$ cat src/rtl/ocpm_pkg.sv
// Shared constants for the three-initiator merge: command and response
// codes, port indices and the fixed direction capability of each port.
package ocpm_pkg;
    localparam int NPORT = 3;

    // Port index doubles as rank: lower index wins.
    localparam int IDX_TRG = 0;
    localparam int IDX_HST = 1;
    localparam int IDX_WAV = 2;

    localparam logic [2:0] CMD_IDLE = 3'b000;
    localparam logic [2:0] CMD_WR   = 3'b001;
    localparam logic [2:0] CMD_RD   = 3'b010;

    localparam logic [1:0] RSP_NULL = 2'b00;
    localparam logic [1:0] RSP_DVA  = 2'b01;
    localparam logic [1:0] RSP_ERR  = 2'b11;

    // Bit i set: port i may issue that direction.
    localparam logic [NPORT-1:0] CAN_WR = 3'b011;
    localparam logic [NPORT-1:0] CAN_RD = 3'b110;
endpackage

$ cat src/rtl/ocpm_classify.sv
// Sorts each port's command into a legal request or an illegal one.
// Assumes: a port's command is steady while it waits for its accept.
module ocpm_classify #(
    parameter int                N      = 3,
    parameter logic [N-1:0]      WR_OK  = '1,
    parameter logic [N-1:0]      RD_OK  = '1
) (
    input  logic [N-1:0][2:0] cmd,
    output logic [N-1:0]      req,
    output logic [N-1:0]      bad
);
    import ocpm_pkg::*;

    for (genvar i = 0; i < N; i++) begin : g_port
        logic is_wr, is_rd, is_idle;
        assign is_wr   = (cmd[i] == CMD_WR);
        assign is_rd   = (cmd[i] == CMD_RD);
        assign is_idle = (cmd[i] == CMD_IDLE);
        // Legal when the direction matches the port's capability.
        assign req[i] = (is_wr & WR_OK[i]) | (is_rd & RD_OK[i]);
        // Anything else that is not idle is an error.
        assign bad[i] = ~is_idle & ~req[i];
    end
endmodule

$ cat src/rtl/ocpm_prio_arb.sv
// Fixed-priority arbiter; index 0 ranks highest. Purely combinational.
// Assumes: req comes from ocpm_classify and holds only legal requests.
module ocpm_prio_arb #(
    parameter int N = 3
) (
    input  logic [N-1:0] req,
    output logic [N-1:0] gnt
);
    logic [N-1:0] above;

    assign above[0] = 1'b0;
    for (genvar i = 1; i < N; i++) begin : g_chain
        // Any higher-ranked request blocks this port.
        assign above[i] = above[i-1] | req[i-1];
    end

    for (genvar i = 0; i < N; i++) begin : g_gnt
        assign gnt[i] = req[i] & ~above[i];
    end
endmodule

$ cat src/rtl/ocpm_req_mux.sv
// One-hot AND-OR selector that presents the winning port's request
// fields to the target and reports the winner's index.
// Assumes: gnt is one-hot or zero; zero gives an IDLE command.
module ocpm_req_mux #(
    parameter int N  = 3,
    parameter int AW = 12,
    parameter int DW = 96,
    parameter int IW = 2
) (
    input  logic [N-1:0]         gnt,
    input  logic [N-1:0][2:0]    cmd,
    input  logic [N-1:0][AW-1:0] addr,
    input  logic [N-1:0][DW-1:0] data,
    output logic [2:0]           o_cmd,
    output logic [AW-1:0]        o_addr,
    output logic [DW-1:0]        o_data,
    output logic [IW-1:0]        o_idx
);
    // Merge the granted port's fields onto the target bus.
    always_comb begin
        o_cmd  = '0;
        o_addr = '0;
        o_data = '0;
        o_idx  = '0;
        for (int i = 0; i < N; i++) begin
            if (gnt[i]) begin
                o_cmd  = o_cmd  | cmd[i];
                o_addr = o_addr | addr[i];
                o_data = o_data | data[i];
                o_idx  = o_idx  | IW'(i);
            end
        end
    end
endmodule

$ cat src/rtl/ocpm_rsp_route.sv
// Return path: remembers the port of the read accepted in the previous
// cycle, steers the target answer to it, and raises ERR on ports whose
// illegal command was absorbed in the previous cycle.
// Assumes: the target answers a read exactly one cycle after accepting it.
module ocpm_rsp_route #(
    parameter int N  = 3,
    parameter int DW = 96,
    parameter int IW = 2
) (
    input  logic                 clk,
    input  logic                 rst_n,
    input  logic                 rd_taken,
    input  logic [IW-1:0]        rd_idx,
    input  logic [N-1:0]         bad,
    input  logic [1:0]           t_resp,
    input  logic [DW-1:0]        t_data,
    output logic [N-1:0][1:0]    p_resp,
    output logic [N-1:0][DW-1:0] p_data
);
    import ocpm_pkg::*;

    logic          tag_vld;
    logic [IW-1:0] tag_idx;
    logic [N-1:0]  err_q;

    // Capture the issuer of an accepted read and any illegal commands.
    always_ff @(posedge clk) begin
        if (!rst_n) begin
            tag_vld <= 1'b0;
            tag_idx <= '0;
            err_q   <= '0;
        end else begin
            tag_vld <= rd_taken;
            tag_idx <= rd_idx;
            err_q   <= bad;
        end
    end

    for (genvar i = 0; i < N; i++) begin : g_out
        logic hit;
        assign hit = tag_vld && (tag_idx == IW'(i)) && (t_resp != RSP_NULL);
        assign p_resp[i] = err_q[i] ? RSP_ERR : (hit ? t_resp : RSP_NULL);
        assign p_data[i] = hit ? t_data : '0;
    end
endmodule

$ cat src/rtl/ocp_merge3.sv
// Three-to-one fixed-priority OCP merge in front of a single-port memory.
// Ranking: trigger, host, waveform. The request path is combinational.
// Read answers return through a one-cycle tag.
// Assumes: single-beat transfers, one-cycle read latency at the target,
// and losing initiators hold their request until accepted.
module ocp_merge3 #(
    parameter int ADDR_W = 12,
    parameter int DATA_W = 96
) (
    input  logic              clk,
    input  logic              rst_n,
    input  logic [2:0]        trg_mcmd,
    input  logic [ADDR_W-1:0] trg_maddr,
    input  logic [DATA_W-1:0] trg_mdata,
    output logic              trg_scmdaccept,
    output logic [1:0]        trg_sresp,
    output logic [DATA_W-1:0] trg_sdata,
    input  logic [2:0]        hst_mcmd,
    input  logic [ADDR_W-1:0] hst_maddr,
    input  logic [DATA_W-1:0] hst_mdata,
    output logic              hst_scmdaccept,
    output logic [1:0]        hst_sresp,
    output logic [DATA_W-1:0] hst_sdata,
    input  logic [2:0]        wav_mcmd,
    input  logic [ADDR_W-1:0] wav_maddr,
    output logic              wav_scmdaccept,
    output logic [1:0]        wav_sresp,
    output logic [DATA_W-1:0] wav_sdata,
    output logic [2:0]        tgt_mcmd,
    output logic [ADDR_W-1:0] tgt_maddr,
    output logic [DATA_W-1:0] tgt_mdata,
    input  logic              tgt_scmdaccept,
    input  logic [1:0]        tgt_sresp,
    input  logic [DATA_W-1:0] tgt_sdata
);
    import ocpm_pkg::*;

    localparam int IW = $clog2(NPORT);

    logic [NPORT-1:0][2:0]        cmd_a;
    logic [NPORT-1:0][ADDR_W-1:0] addr_a;
    logic [NPORT-1:0][DATA_W-1:0] data_a;
    logic [NPORT-1:0]             req, bad, gnt, acc;
    logic [NPORT-1:0][1:0]        resp_a;
    logic [NPORT-1:0][DATA_W-1:0] rdat_a;
    logic [IW-1:0]                win_idx;
    logic                         rd_taken;

    // Gather the named ports into indexed arrays.
    assign cmd_a[IDX_TRG]  = trg_mcmd;
    assign cmd_a[IDX_HST]  = hst_mcmd;
    assign cmd_a[IDX_WAV]  = wav_mcmd;
    assign addr_a[IDX_TRG] = trg_maddr;
    assign addr_a[IDX_HST] = hst_maddr;
    assign addr_a[IDX_WAV] = wav_maddr;
    assign data_a[IDX_TRG] = trg_mdata;
    assign data_a[IDX_HST] = hst_mdata;
    assign data_a[IDX_WAV] = '0;

    ocpm_classify #(.N(NPORT), .WR_OK(CAN_WR), .RD_OK(CAN_RD)) u_cls (
        .cmd (cmd_a),
        .req (req),
        .bad (bad)
    );

    ocpm_prio_arb #(.N(NPORT)) u_arb (
        .req (req),
        .gnt (gnt)
    );

    ocpm_req_mux #(.N(NPORT), .AW(ADDR_W), .DW(DATA_W), .IW(IW)) u_mux (
        .gnt    (gnt),
        .cmd    (cmd_a),
        .addr   (addr_a),
        .data   (data_a),
        .o_cmd  (tgt_mcmd),
        .o_addr (tgt_maddr),
        .o_data (tgt_mdata),
        .o_idx  (win_idx)
    );

    // Winner takes the target accept; illegal commands are absorbed at once.
    assign acc      = (gnt & {NPORT{tgt_scmdaccept}}) | bad;
    assign rd_taken = (tgt_mcmd == CMD_RD) && tgt_scmdaccept;

    ocpm_rsp_route #(.N(NPORT), .DW(DATA_W), .IW(IW)) u_rsp (
        .clk      (clk),
        .rst_n    (rst_n),
        .rd_taken (rd_taken),
        .rd_idx   (win_idx),
        .bad      (bad),
        .t_resp   (tgt_sresp),
        .t_data   (tgt_sdata),
        .p_resp   (resp_a),
        .p_data   (rdat_a)
    );

    // Spread the indexed results back to the named ports.
    assign trg_scmdaccept = acc[IDX_TRG];
    assign hst_scmdaccept = acc[IDX_HST];
    assign wav_scmdaccept = acc[IDX_WAV];
    assign trg_sresp      = resp_a[IDX_TRG];
    assign hst_sresp      = resp_a[IDX_HST];
    assign wav_sresp      = resp_a[IDX_WAV];
    assign trg_sdata      = rdat_a[IDX_TRG];
    assign hst_sdata      = rdat_a[IDX_HST];
    assign wav_sdata      = rdat_a[IDX_WAV];
endmodule

$ cat config.mk
export PLATFORM = sky130hd
export DESIGN_NAME = ocp_merge3
export DESIGN_NICKNAME = d
export VERILOG_FILES = /design/src/rtl/ocpm_pkg.sv /design/src/rtl/ocpm_classify.sv /design/src/rtl/ocpm_prio_arb.sv /design/src/rtl/ocpm_req_mux.sv /design/src/rtl/ocpm_rsp_route.sv /design/src/rtl/ocp_merge3.sv
export SDC_FILE = /design/constraint.sdc
export NUM_CORES = 1
export LEC_CHECK = 0
export CAP_MARGIN = 25
export CORE_AREA = 2 2 290 292
export CTS_CLUSTER_SIZE = 28
export DETAILED_ROUTE_END_ITERATION = 6
export DIE_AREA = 0 0 292 294
export GPL_TIMING_DRIVEN = 1
export PLACE_DENSITY_LB_ADDON = 0.2
export SKIP_LAST_GASP = 1
export SYNTH_ARGS = -nofsm -noshare
export SYNTH_HDL_FRONTEND = slang
export SYNTH_SLANG_ARGS = --single-unit
export TNS_END_PERCENT = 30
$ cat constraint.sdc
create_clock -name clk -period 2 [get_ports clk]
set_input_delay 0.3 -clock clk [delete_from_list [all_inputs] [get_ports clk]]
set_output_delay 0.3 -clock clk [all_outputs]
set_load 0.05 [all_outputs]
==> out/qor.yml, run 1 <==
global_routing:
  grt_usage_pct: 10.5
  antenna_found_initial: 10
  grt_max_degree: 58
  grt_first_pass_wirelength_um: 63700
  grt-ovfl-total: 0
  first_global_vias: 7653
placement:
  port_buffers: 744
  placed_area_sq_um: 16000
  dp.cells: 2365
  gp_congestion: 0.812
  dpl.hpwl_um: 40800
floorplanning:
  die_width_um: 292
  die_h_um: 294
  ios: 746
  start_util_pct: 4.30
  dieArea_sq_um: 85800
  coreArea_sq_um: 82900
  rows: 106
clock_network:
  clkSinkCount: 6
  cts_tree: "yes"
  cts_buffers: 3
  clockBufferDepth: 2
  cts_htree_levels: 1
  clkTransAtPathRegs_ns: 0.04
  cts-root-buf: "clkbuf_16"
timing:
  finalHoldViolations: 0
  period_share_pct: 102
  rsz0062_at_grt: "yes"
  finalCriticalPeriod_ns: 2.05
  setup_ws_ns: -0.0452
  finalMaxSlewViolations: 0
  setup_violations: 119
  fmax_mhz: 489
finish:
  final_nets: 1670
  drive_above_1_share_pct: 49.4
  fin_area_sq_um: 17400
  utilization_pct: 21.0
  fin_cells: 2416
  areaGrowthSynthToFinish_pct: 388
  fillers: 8975
setup_path:
  crit_buf_inv: 5
  path_max_fanout: 7
  cpPeakStageDelay_ns: 0.36
  cp_top_family: "buffers and inverters"
  cp-end-kind: "primary output"
  path_class: "flop to primary output"
  arrival_ns: 1.75
  path_cells: "buf_6 > nor3b_4 > buf_12 > buf_12 > buf_12 > and2_4 > buf_12"
  crit_path_frequent_cell: "buf_12"
  critPathRequiredTime_ns: 1.70
  cpMaxStageDelayCell: "dfxtp_4"
  critPathLaunchType: "flop"
power_and_ir_drop:
  vdd_drop_max_v: 0.000180
  p_switching_uw: 1570
  seq_power_share_pct: 3.9
  cellLeakagePower_uw: 0.00694
  total_power_uw: 3410
  p_sw_share_pct: 46.2
  pwr-share-comb_pct: 86.3
  power_frac_clock_pct: 9.8
  p_per_area_nw_per_um2: 196
  p_int_uw: 1840
routing:
  drc_errors: 0
  vias: 7357
  drt_wl_total_um: 50200
  ant_nets: 0
  via_per_inst: 3.05
  avgRoutedWirePerCell_um: 20.8
  drtPass1Iterations: 4
  drtIter0Drc: 163
yosys:
  synth_nets: 875
  syn_area_per_cell_sq_um: 6.64
  yosysMostFrequentCell: "and2_1"
  synth_seq_area_share_pct: 3.37
  syn_inst: 537
  synth_top_area_share_pct: 50.7
  synth.top_cells.by_area: "and2_1, a22o_1, clkbuf_1, dfxtp_1, o2111ai_1"
  synth_cell_type_count: 30
  synth_seq_cells: 6
  synth-warning-count: 0
  synth_edf_count: 0
  synth_async_sr_flop_share_pct: 0
  netlist_area_sq_um: 3570
  netlist_top_cells_count: "and2_1, a22o_1, clkbuf_1, a21oi_1, nor2_1"
  ys.flop_type: "dfxtp_1"
  synth_top_area_cell: "and2_1"
status:
  violations: "setup timing"
  status: "complete, but fails checks"
worst_hold_path:
  hold_path_class: "input pin to flop"
run:
  drv_cap: 0
==> state kept, by name, summed over array words and instances (netlist names) <==
| name | flops |
|---|---|
| u_rsp.tag_idx | 2 |
| u_rsp.err_q | 3 |
| u_rsp.tag_vld | 1 |
==> tightest hold or removal path, cell delays in order <==
cell	delay, ns
buf_2	0.14
buf_4	0.12
o21a_1	0.12
==> path summary, 6_finish.rpt <==
path / start / endpoint / slack (ns) / depth (start not counted)
worst max-delay path: u_rsp.tag_idx[0]$_SDFF_PN0_ / wav_sdata[93] / -0.05 / 7
worst min-delay path: trg_mcmd[2] / u_rsp.err_q[0]$_SDFF_PN0_ / 0.49 / 3
==> final cells by class <==
class                      instances  area, sq um  area share (%)
tap                             1080         1350            7.77
multi-input combinational        468         3680            21.2
antenna                            6         15.0          0.0863
inverter                           1         3.75          0.0216
timing repair buffer             852        12100            69.8
clock buffer                       3         75.1           0.432
sequential                         6          131           0.756
==> cell usage in the layout (no fill, tap or decap), types with 11 or more instances in the layout <==
cell type        instances
buf_12                 349
clkdlybuf4s50_1        326
and2_1                 192
buf_4                  108
and2_4                  96
a22o_1                  85
buf_6                   34
nor2_1                  13
clkbuf_16               13
o2111ai_1               12
a31oi_1                 11
a22o_4                  11
==> power groups by stage <==
stage          Clock [uW]  Combinational [uW]  Sequential, uW
2_1_floorplan           0                1080             131
3_3_place_gp            0                2770             139
3_5_place_dp            0                2770             139
4_1_cts               347                2960             136
5_1_grt               359                3070             135
6_report              334                2940             133
==> cell families (layout without fill, tap and decap cells) <==
group | count (synthesis) | after routing | synth area share [%]
flip-flops | 6 | 6 | 3.37
XOR/XNOR | 2 | 2 | 0.491
AO/OA/AOI/OAI | 147 | 147 | 33.2
AND/OR/NAND/NOR | 318 | 318 | 55.2
other | 1 | 7 | 0.105
buffers and inverters | 63 | 856 | 7.65
==> timing repair <==
item                                    in CTS  in global routing
hold buffers                                 0                  0
buffers inserted                            22                  4
gates resized for setup                    147                 75
endpoints found under the setup margin     406                323
gates cloned                                 9                 11
pin swaps                                   14                  4
==> metrics by stage <==
stage               setup WS [ns]  hold slack (ns)  setup TNS (ns)
CTS                       -0.0873            0.483           -5.60
global route               -0.116            0.496          -20.70
finish                    -0.0452            0.486           -2.34
floorplan                  -0.180            0.410           -1.47
detailed placement         -0.471            0.969         -134.36
global placement           -0.430            0.959         -124.14
==> metal layers <==
layer | wire length, um | vias to the layer above | GRT usage, %
li1 | - | 3458 | -
met1 | 19300 | 3416 | 12.0
met2 | 26800 | 469 | 20.2
met3 | 3490 | 14 | 2.33
met4 | 617 | 0 | 1.56
met5 | 0 | - | 0
No activity file was read; power rests on OpenSTA's default activity.
==> inputs of run 2 (changes only) <==
- SLEW_MARGIN: default -> 20
==> results of run 2 <==
No change in the layout: final DEF, timing and power equal those of run 1.
==> inputs of run 3 (changes only) <==
- PLACE_DENSITY: default -> 0.4
- PLACE_DENSITY_LB_ADDON: 0.2 -> default
==> out/qor.yml, run 3 (synthesis gave the netlist of run 1 again) <==
finish:
  regMostFlops: "u_rsp.err_q"
  drive_above_1_share_pct: 51.9  # +2.5 points
  fin_area_sq_um: 17500  # +0.79%
  multi_input_area_sq_um: 3660  # -0.51%
  final_nets: 1704  # +2.0%
  layout_common_cells: "buf_12, clkdlybuf4s50_1, and2_1"
  largestRegisters: "u_rsp.err_q x3, u_rsp.tag_idx x2, u_rsp.tag_vld x1"
  fillers: 8966  # -0.10%
  areaGrowthSynthToFinish_pct: 392
  final_common_cell: "buf_12"
  regArea_sq_um: 129  # -1.9%
  largest_reg_flops: 3  # unchanged
global_routing:
  grt_usage_pct: 13.8  # +3.3 points
  grt_max_degree: 56  # -3.4%
  antenna_found_initial: 44  # +34
  grt-ovfl-total: 0  # unchanged
  first_global_vias: 8081  # +5.6%
  grt_first_pass_wirelength_um: 78900  # +24%
setup_path:
  cp-end-kind: "primary output"
  path_class: "flop to primary output"
  path_max_fanout: 27  # +20
  critPathRequiredTime_ns: 1.70  # about the same
  crit_start: "u_rsp.tag_vld$_SDFF_PN0_"
  critPathLaunchType: "flop"
  arrival_ns: 1.82  # +0.07 ns
floorplanning:
  ios: 746  # unchanged
  die_h_um: 294  # unchanged
  coreArea_sq_um: 82900  # unchanged
  dieArea_sq_um: 85800  # unchanged
  die_width_um: 292  # unchanged
  start_util_pct: 4.30  # unchanged
  rows: 106  # unchanged
power_and_ir_drop:
  vdd_drop_max_v: 0.000255  # +42%
  p_per_area_nw_per_um2: 201  # +2.5%
  cellLeakagePower_uw: 0.00706  # +1.8%
timing:
  fmax_mhz: 473  # -3.3%
  rsz0062_at_grt: "yes"
  finalCriticalPeriod_ns: 2.12  # +0.0704 ns
  finalMaxSlewViolations: 0  # unchanged
  hold_slack_ns: 0.507  # +0.0209 ns
  setup_ws_ns: -0.116  # -0.0704 ns
  setup-tns-final_ns: -12.23  # -9.89 ns
  setup_violations: 236  # +98%
  period_share_pct: 106  # +3.5 points
  finalHoldViolations: 0  # unchanged
placement:
  port_buffers: 744  # unchanged
  place_worst_setup_slack_ns: -0.592  # -0.121 ns
  dpl.hpwl_um: 54800  # +34%
  placed_area_sq_um: 15900  # -0.38%
  gp_congestion: 0.793  # -2.3%
worst_hold_path:
  min_to: "u_rsp.err_q[0]$_SDFF_PN0_"
  hold_start: "trg_mcmd[2]"
  holdPathStages: 3  # unchanged
  hold_path_class: "input pin to flop"
clock_network:
  clkSinkCount: 6  # unchanged
  clkTransAtPathRegs_ns: 0.05  # about the same
  cts_tree: "yes"
  cts-root-buf: "clkbuf_16"
  clockBufferDepth: 2  # unchanged
  cts_buffers: 3  # unchanged
  hold_buffers: 0  # unchanged
  cts_htree_levels: 1  # unchanged
routing:
  via_per_inst: 3.20  # +5.2%
  drtIter0Drc: 212  # +30%
  avgRoutedWirePerCell_um: 26.0  # +25%
  drt_wl_total_um: 63900  # +27%
  drc_errors: 0  # unchanged
  drtPass1Iterations: 4  # unchanged
  ant_nets: 0  # unchanged
  vias: 7886  # +7.2%
status:
  violations: "setup timing"
  status: "complete, but fails checks"
run:
  drv_cap: 0  # unchanged
[run 3: cell count changes in the layout (fill, tap and decap cells not counted), sizes merged]
| cell | previous run | this run |
|---|---|---|
| buf | 508 | 550 |
| clkbuf | 13 | 7 |
| inv | 1 | 0 |
| dlymetal6s2s | 0 | 2 |
| clkinvlp | 0 | 1 |
| diode | 6 | 17 |
| dlygate4sd2 | 4 | 1 |
| bufbuf | 2 | 1 |
[run 3: how the worst max path moves through the flow]
| stage | cells after the start | to | slack, ns |
|---|---|---|---|
| CTS | 10 | wav_sdata[1] | -0.16 |
| floorplan | 4 | tgt_maddr[3] | -0.18 |
| global placement | 8 | tgt_maddr[11] | -0.79 |
| detailed placement | 8 | tgt_maddr[11] | -0.59 |
| finish | 7 | hst_sdata[33] | -0.12 |
| global route | 7 | hst_sdata[33] | -0.19 |
[run 3: layout make-up]
cell class                      count  share of cell area, %
Antenna cell                       17                  0.243
Sequential cell                     6                  0.735
Clock buffer                        3                  0.428
Multi-Input combinational cell    468                   20.9
Timing Repair Buffer              886                   69.9
Tap cell                         1080                   7.71
Inverter                            1                 0.0428
[run 3: per-stage QoR]
| stage | util (%) | total power (uW) | std cells |
|---|---|---|---|
| finish | 21.1 | 3520 | 2461 |
| global route | 21.1 | 3660 | 2453 |
| CTS | 20.8 | 3550 | 2440 |
| detailed placement | 19.2 | 2970 | 2388 |
| global placement | 19.2 | 2980 | 2388 |
| floorplan | - | 1220 | 537 |
[run 3: power by group]
group          switching, uW  internal, uW  leakage [uW]
registers               7.48           125     0.0000516
clock network           89.8           259     0.0000371
logic                   1600          1440       0.00697
total                   1690          1830       0.00706
[run 3: critical path, stage by stage (launching register included)]
cell	delay (ns)
dfxtp_4	0.36
o21ai_4	0.08
buf_4	0.14
nor3b_4	0.26
buf_6	0.18
clkbuf_16	0.20
and2_1	0.20
buf_12	0.15
[run 3: per-layer routing]
metal	global-route usage (%)	vias to the layer above	part of all wire [%]
li1	-	3548	-
met1	15.9	3723	39
met2	23.6	544	49
met3	5.17	57	9.2
met4	4.39	14	2.2
met5	0	-	0.18
[run 3: timing repair]
| item | in CTS | in global routing |
|---|---|---|
| gates resized for setup | 190 | 61 |
| pin swaps | 20 | 15 |
| setup endpoints to repair | 408 | 348 |
| setup buffers | 39 | 6 |
| cloned | 15 | 4 |
